File: config.mk
export PLATFORM = sky130hd
export DESIGN_NAME = resp_return_xbar
export DESIGN_NICKNAME = d
export VERILOG_FILES = /design/src/rtl/resp_xbar_pkg.sv /design/src/rtl/ret_or_mux.sv /design/src/rtl/ret_ready_steer.sv /design/src/rtl/ret_end_pulse.sv /design/src/rtl/resp_return_xbar.sv
export SDC_FILE = /design/constraint.sdc
export NUM_CORES = 1
export LEC_CHECK = 0
export CAP_MARGIN = 20
export CORE_AREA = 2 2 265 267
export DETAILED_ROUTE_END_ITERATION = 8
export DIE_AREA = 0 0 267 269
export HOLD_SLACK_MARGIN = 0.12
export PLACE_DENSITY = 0.34
export SYNTH_ARGS = -nofsm -noshare
export SYNTH_HDL_FRONTEND = slang
export SYNTH_HIERARCHICAL = 1
export SYNTH_SLANG_ARGS = --single-unit
File: constraint.sdc
create_clock -name clk_i -period 0.8 [get_ports clk_i]
set_input_delay 0.12 -clock clk_i [delete_from_list [all_inputs] [get_ports clk_i]]
set_output_delay 0.12 -clock clk_i [all_outputs]
set_load 0.02 [all_outputs]
File: src/rtl/resp_xbar_pkg.sv
`timescale 1ns/1ps
package resp_xbar_pkg;
  localparam int RESP_W = 2;

  typedef enum logic [RESP_W-1:0] {
    RESP_OKAY   = 2'b00,
    RESP_EXOKAY = 2'b01,
    RESP_SLVERR = 2'b10,
    RESP_DECERR = 2'b11
  } resp_e;
endpackage

File: src/rtl/ret_or_mux.sv
`timescale 1ns/1ps
// AND/OR gather: sources whose hit bit is low contribute zero
module ret_or_mux #(
  parameter int N_SRC = 4,
  parameter int W     = 8
) (
  input  logic                     clk_i,
  input  logic                     rst_ni,
  input  logic [N_SRC-1:0]         hit_i,
  input  logic [N_SRC-1:0][W-1:0]  src_i,
  output logic [W-1:0]             out_o
);
  always_comb begin
    out_o = '0;
    for (int i = 0; i < N_SRC; i++) out_o |= src_i[i] & {W{hit_i[i]}};
  end

  // one outstanding transaction: a master owns at most one slave per channel
  p_single_owner_r10: assert property (@(posedge clk_i) disable iff (!rst_ni)
    $onehot0(hit_i));
endmodule

File: src/rtl/ret_ready_steer.sv
`timescale 1ns/1ps
// returns the owning master's ready to one slave; sel bit N_MST-1 = master 0
module ret_ready_steer #(
  parameter int N_MST = 4
) (
  input  logic             clk_i,
  input  logic             rst_ni,
  input  logic [N_MST-1:0] sel_i,
  input  logic [N_MST-1:0] rdy_i,
  output logic             rdy_o
);
  always_comb begin
    rdy_o = 1'b0;
    for (int m = 0; m < N_MST; m++) rdy_o |= sel_i[N_MST-1-m] & rdy_i[m];
  end

  p_grant_onehot_r5: assert property (@(posedge clk_i) disable iff (!rst_ni)
    $onehot0(sel_i));
  p_no_grant_no_ready_r6: assert property (@(posedge clk_i) disable iff (!rst_ni)
    (sel_i == '0) |-> !rdy_o);
endmodule

File: src/rtl/ret_end_pulse.sv
`timescale 1ns/1ps
module ret_end_pulse (
  input  logic clk_i,
  input  logic rst_ni,
  input  logic valid_i,
  input  logic ready_i,
  input  logic last_i,
  output logic end_o
);
  always_ff @(posedge clk_i or negedge rst_ni) begin
    if (!rst_ni) end_o <= 1'b0;
    else         end_o <= valid_i & ready_i & last_i;
  end
endmodule

File: src/rtl/resp_return_xbar.sv
`timescale 1ns/1ps
module resp_return_xbar
  import resp_xbar_pkg::*;
#(
  parameter int N_MST  = 4,
  parameter int N_SLV  = 4,
  parameter int DATA_W = 64,
  parameter int ID_W   = 4
) (
  input  logic                                clk_i,
  input  logic                                rst_ni,
  input  logic [N_SLV-1:0][N_MST-1:0]         rd_sel_i,
  input  logic [N_SLV-1:0][N_MST-1:0]         wr_sel_i,
  input  logic [N_SLV-1:0][DATA_W-1:0]        s_rdata_i,
  input  logic [N_SLV-1:0][ID_W-1:0]          s_rid_i,
  input  logic [N_SLV-1:0][RESP_W-1:0]        s_rresp_i,
  input  logic [N_SLV-1:0]                    s_rlast_i,
  input  logic [N_SLV-1:0]                    s_rvalid_i,
  output logic [N_SLV-1:0]                    s_rready_o,
  input  logic [N_SLV-1:0][ID_W-1:0]          s_bid_i,
  input  logic [N_SLV-1:0][RESP_W-1:0]        s_bresp_i,
  input  logic [N_SLV-1:0]                    s_bvalid_i,
  output logic [N_SLV-1:0]                    s_bready_o,
  output logic [N_MST-1:0][DATA_W-1:0]        m_rdata_o,
  output logic [N_MST-1:0][ID_W-1:0]          m_rid_o,
  output logic [N_MST-1:0][RESP_W-1:0]        m_rresp_o,
  output logic [N_MST-1:0]                    m_rlast_o,
  output logic [N_MST-1:0]                    m_rvalid_o,
  input  logic [N_MST-1:0]                    m_rready_i,
  output logic [N_MST-1:0][ID_W-1:0]          m_bid_o,
  output logic [N_MST-1:0][RESP_W-1:0]        m_bresp_o,
  output logic [N_MST-1:0]                    m_bvalid_o,
  input  logic [N_MST-1:0]                    m_bready_i,
  output logic [N_SLV-1:0]                    r_end_o,
  output logic [N_SLV-1:0]                    w_end_o
);
  localparam int RD_W = DATA_W + ID_W + RESP_W + 2;
  localparam int WR_W = ID_W + RESP_W + 1;

  logic [N_SLV-1:0][RD_W-1:0] rd_pl;
  logic [N_SLV-1:0][WR_W-1:0] wr_pl;

  for (genvar s = 0; s < N_SLV; s++) begin : g_slv
    assign rd_pl[s] = {s_rdata_i[s], s_rid_i[s], s_rresp_i[s], s_rlast_i[s], s_rvalid_i[s]};
    assign wr_pl[s] = {s_bid_i[s], s_bresp_i[s], s_bvalid_i[s]};

    ret_ready_steer #(.N_MST(N_MST)) u_rrdy (
      .clk_i, .rst_ni, .sel_i(rd_sel_i[s]), .rdy_i(m_rready_i), .rdy_o(s_rready_o[s]));
    ret_ready_steer #(.N_MST(N_MST)) u_brdy (
      .clk_i, .rst_ni, .sel_i(wr_sel_i[s]), .rdy_i(m_bready_i), .rdy_o(s_bready_o[s]));

    ret_end_pulse u_rend (
      .clk_i, .rst_ni, .valid_i(s_rvalid_i[s]), .ready_i(s_rready_o[s]),
      .last_i(s_rlast_i[s]), .end_o(r_end_o[s]));
    ret_end_pulse u_wend (
      .clk_i, .rst_ni, .valid_i(s_bvalid_i[s]), .ready_i(s_bready_o[s]),
      .last_i(1'b1), .end_o(w_end_o[s]));

    p_rend_cause_r7: assert property (@(posedge clk_i) disable iff (!rst_ni)
      r_end_o[s] |-> $past(s_rvalid_i[s] && s_rlast_i[s] && s_rready_o[s]));
    p_wend_cause_r8: assert property (@(posedge clk_i) disable iff (!rst_ni)
      w_end_o[s] |-> $past(s_bvalid_i[s] && s_bready_o[s]));
  end

  for (genvar m = 0; m < N_MST; m++) begin : g_mst
    logic [N_SLV-1:0] rd_hit, wr_hit;
    logic [RD_W-1:0]  rd_out;
    logic [WR_W-1:0]  wr_out;

    for (genvar s = 0; s < N_SLV; s++) begin : g_hit
      assign rd_hit[s] = rd_sel_i[s][N_MST-1-m];
      assign wr_hit[s] = wr_sel_i[s][N_MST-1-m];
    end

    ret_or_mux #(.N_SRC(N_SLV), .W(RD_W)) u_rmux (
      .clk_i, .rst_ni, .hit_i(rd_hit), .src_i(rd_pl), .out_o(rd_out));
    ret_or_mux #(.N_SRC(N_SLV), .W(WR_W)) u_bmux (
      .clk_i, .rst_ni, .hit_i(wr_hit), .src_i(wr_pl), .out_o(wr_out));

    assign {m_rdata_o[m], m_rid_o[m], m_rresp_o[m], m_rlast_o[m], m_rvalid_o[m]} = rd_out;
    assign {m_bid_o[m], m_bresp_o[m], m_bvalid_o[m]} = wr_out;

    p_rd_idle_zero_r2: assert property (@(posedge clk_i) disable iff (!rst_ni)
      (rd_hit == '0) |-> (!m_rvalid_o[m] && m_rdata_o[m] == '0 && !m_rlast_o[m]));
    p_wr_idle_zero_r3: assert property (@(posedge clk_i) disable iff (!rst_ni)
      (wr_hit == '0) |-> (!m_bvalid_o[m] && m_bresp_o[m] == '0));
  end
endmodule

==> metrics list <==
* RSZ-0062 raised after global routing: yes
- Via count of the first global-routing pass: 16300
- Before antenna repair, the detailed router went through 5 iterations.
* Worst setup margin: -0.382 ns
* Sinks on Clock Net: 8
* Syn Area/Cell: 6.96 um^2
- The worst-case IR drop observed on VDD is 479 uV.
* Layout cells sized above 1: 0.879
- Maximum fanout count along the critical path: 6
- Dividing the detail-routed via count by the number of cells gives 5.13.
- After filler insertion, the fill cell instance count of the layout stands at 6999.
- In this run the worst setup path begins at rd_sel_i[0].
- During synthesis, Yosys emitted a total of 6 warnings.
- The final-report hold violation count was 0.
* Post-route fraction of the period consumed by the critical path: 1.48
- FP Rows: 97
- The checks that failed: setup timing.
* Count of cell types in the netlist: 6
* Worst-path clk slew: 0.04 ns
- At the end of the flow the core is filled with cells to 0.377.
* Final GP Congestion: 0.861
- Area growth syn-to-layout: 236%
* Mean routed wirelength per cell: 33.6 um
- Measured along the y axis, the die boundary spans 269 um.
- Total of max-cap violations: 0
- Wire length of the first global-routing pass: 136000 um
- Category of the critical setup timing path: input pin to output pin
- TritonCTS clock tree: done
- Input/output buffers: 689
* I/O pin count: 690
- Maximum number of pins on one net before global-route repair: 15
- Run status: finished with violations
- Kind of end point of the critical path: output pin
- After layout, the minimum clock period comes to 1.18 ns.
- Timing would allow up to 846 MHz.
- Core Region: 69300 um^2
* Root Buffer Master: clkbuf_16
- In the global route stage, overall resource usage came out at 0.269.
- At the worst endpoint, the required time is 0.68 ns.
* Post-layout net count: 2503
* HPWL after DPL: 56000 um
- Worst path arrival time: 1.06 ns
- From left edge to right edge, the die measures 267 um.
- Of the synthesized area, sequential elements account for 0.0257.
* Overflow left after global routing: 0
- For this run, design rule violations remaining after detail routing come to 0.
- Initial antenna violation count: 18
- The synthesized design contains 8 register bits.
- DRT iter0 DRCs: 953
* Antenna viol nets, final: 0
* Cell area after technology mapping: 7780 um^2
- TritonCTS created 3 clock buffers.
* Power density over the cells: 819 nW/um^2
- The tightest min-delay check is of the input pin to asynchronous set/reset pin type.
* Total vias in the final route: 15900
- For this configuration, the core starts out at a cell density of 0.112.
* H-tree depth reported by CTS: 1
* Post-detailed-routing wire length: 104000 um
- After routing, the total negative slack on setup checks comes to -73.64 ns.
- Die area: 71800 um^2
* Number of instances in the synthesized netlist: 1117
- The worst setup path is launched from an input pin.
- In this run the static leakage power is 10.8 nW.
- Setup violation total in the final timing report: 332
- The clock passes through at most 2 buffers.
- Number of max-slew violations in the final report: 0
sequential cells by signal (all words and copies together) (netlist names):
| register | cells |
|---|---|
| g_slv.u_rend/end_o | 4 |
| g_slv.u_wend/end_o | 4 |
cell usage in the layout (no fill, tap or decap), types with 13 or more instances in the layout:
master / count
buf_2: 49
a22oi_2: 636
clkdlybuf4s15_2: 43
buf_4: 121
dlygate4sd2_1: 142
nand2_2: 289
clkbuf_16: 13
buf_8: 38
nand2_1: 33
dlymetal6s2s_1: 34
buf_6: 445
buf_16: 129
clkbuf_2: 42
clkdlybuf4s15_1: 23
buf_12: 70
what timing repair did:
item | 4_1_cts | 5_1_grt
cloned | 100 | 10
setup endpoints to repair | 340 | 338
pin swaps | 204 | 417
buffers inserted | 76 | 130
resized for setup | 2824 | 654
hold buffers | 0 | 0
power by group:
group,switching [mW],internal (mW),total (mW)
clock network,0.188,0.644,0.832
logic,10.3,9.89,20.1
registers,0.0123,0.430,0.442
total,10.5,11.0,21.4
cell usage after synthesis:
library cell  count  area (um^2)
buf_6           128         1440
and3_1            8         50.1
a22oi_1         648         4860
conb_1            1         3.75
dfrtp_1           8          200
nand2_1         324         1220
routing by layer:
metal  track usage  part of all wire  up-vias
li1              -                 -     6695
met1         0.343              0.42     8090
met2         0.458              0.47      865
met3        0.0600             0.075      200
met4        0.0670             0.031       12
met5             0           0.00058        -
path summary, 6_finish.rpt:
kind / to / slack, ns / depth (start not counted)
min in group clk_i: g_slv[2].u_wend/end_o$_DFF_PN0_ / 0.25 / 2
max in group asynchronous: g_slv[2].u_rend/end_o$_DFF_PN0_ / 0.31 / 1
hold / removal: g_slv[0].u_wend/end_o$_DFF_PN0_ / 0.19 / 1
setup / recovery: m_rdata_o[241] / -0.38 / 7
worst max-delay path: stages:
cell	delay (ns)
buf_16	0.13
buf_16	0.15
buf_12	0.13
buf_12	0.12
a22oi_2	0.19
nand2_2	0.08
buf_6	0.13
stage by stage:
| step | cell area [um^2] | power, mW | worst slack [ns] | instances | hold WS [ns] |
|---|---|---|---|---|---|
| after floorplan | 8490 | 6.58 | 0.000319 | 1120 | -0.176 |
| after global placement | 16800 | 14.2 | -1.15 | 2799 | 0.450 |
| after detailed placement | 16800 | 14.1 | -1.13 | 2799 | 0.456 |
| after CTS | 23500 | 19.5 | -0.425 | 2969 | 0.212 |
| after global routing | 26100 | 22.2 | -0.399 | 3089 | 0.226 |
| final | 26100 | 21.4 | -0.382 | 3095 | 0.194 |
kinds of logic (layout without fill, tap and decap cells):
family                 Yosys count  after routing  share of synthesized area
AOI/OAI and AO/OA              648            648                      0.626
and+or+nand+nor                332            332                      0.163
buffers and inverters          128           1151                      0.185
DFF                              8              8                     0.0257
other                            1             16                   0.000482
final cells by class:
cell class / instances / area [um^2] / area share
multi-input combinational: 984 / 10100 / 0.386
clock buffer: 3 / 75.1 / 0.00287
antenna: 12 / 30.0 / 0.00115
timing repair buffer: 1148 / 14600 / 0.557
sequential: 8 / 200 / 0.00766
tap: 940 / 1180 / 0.0450
Note: power is estimated with default switching activity, not from simulation.
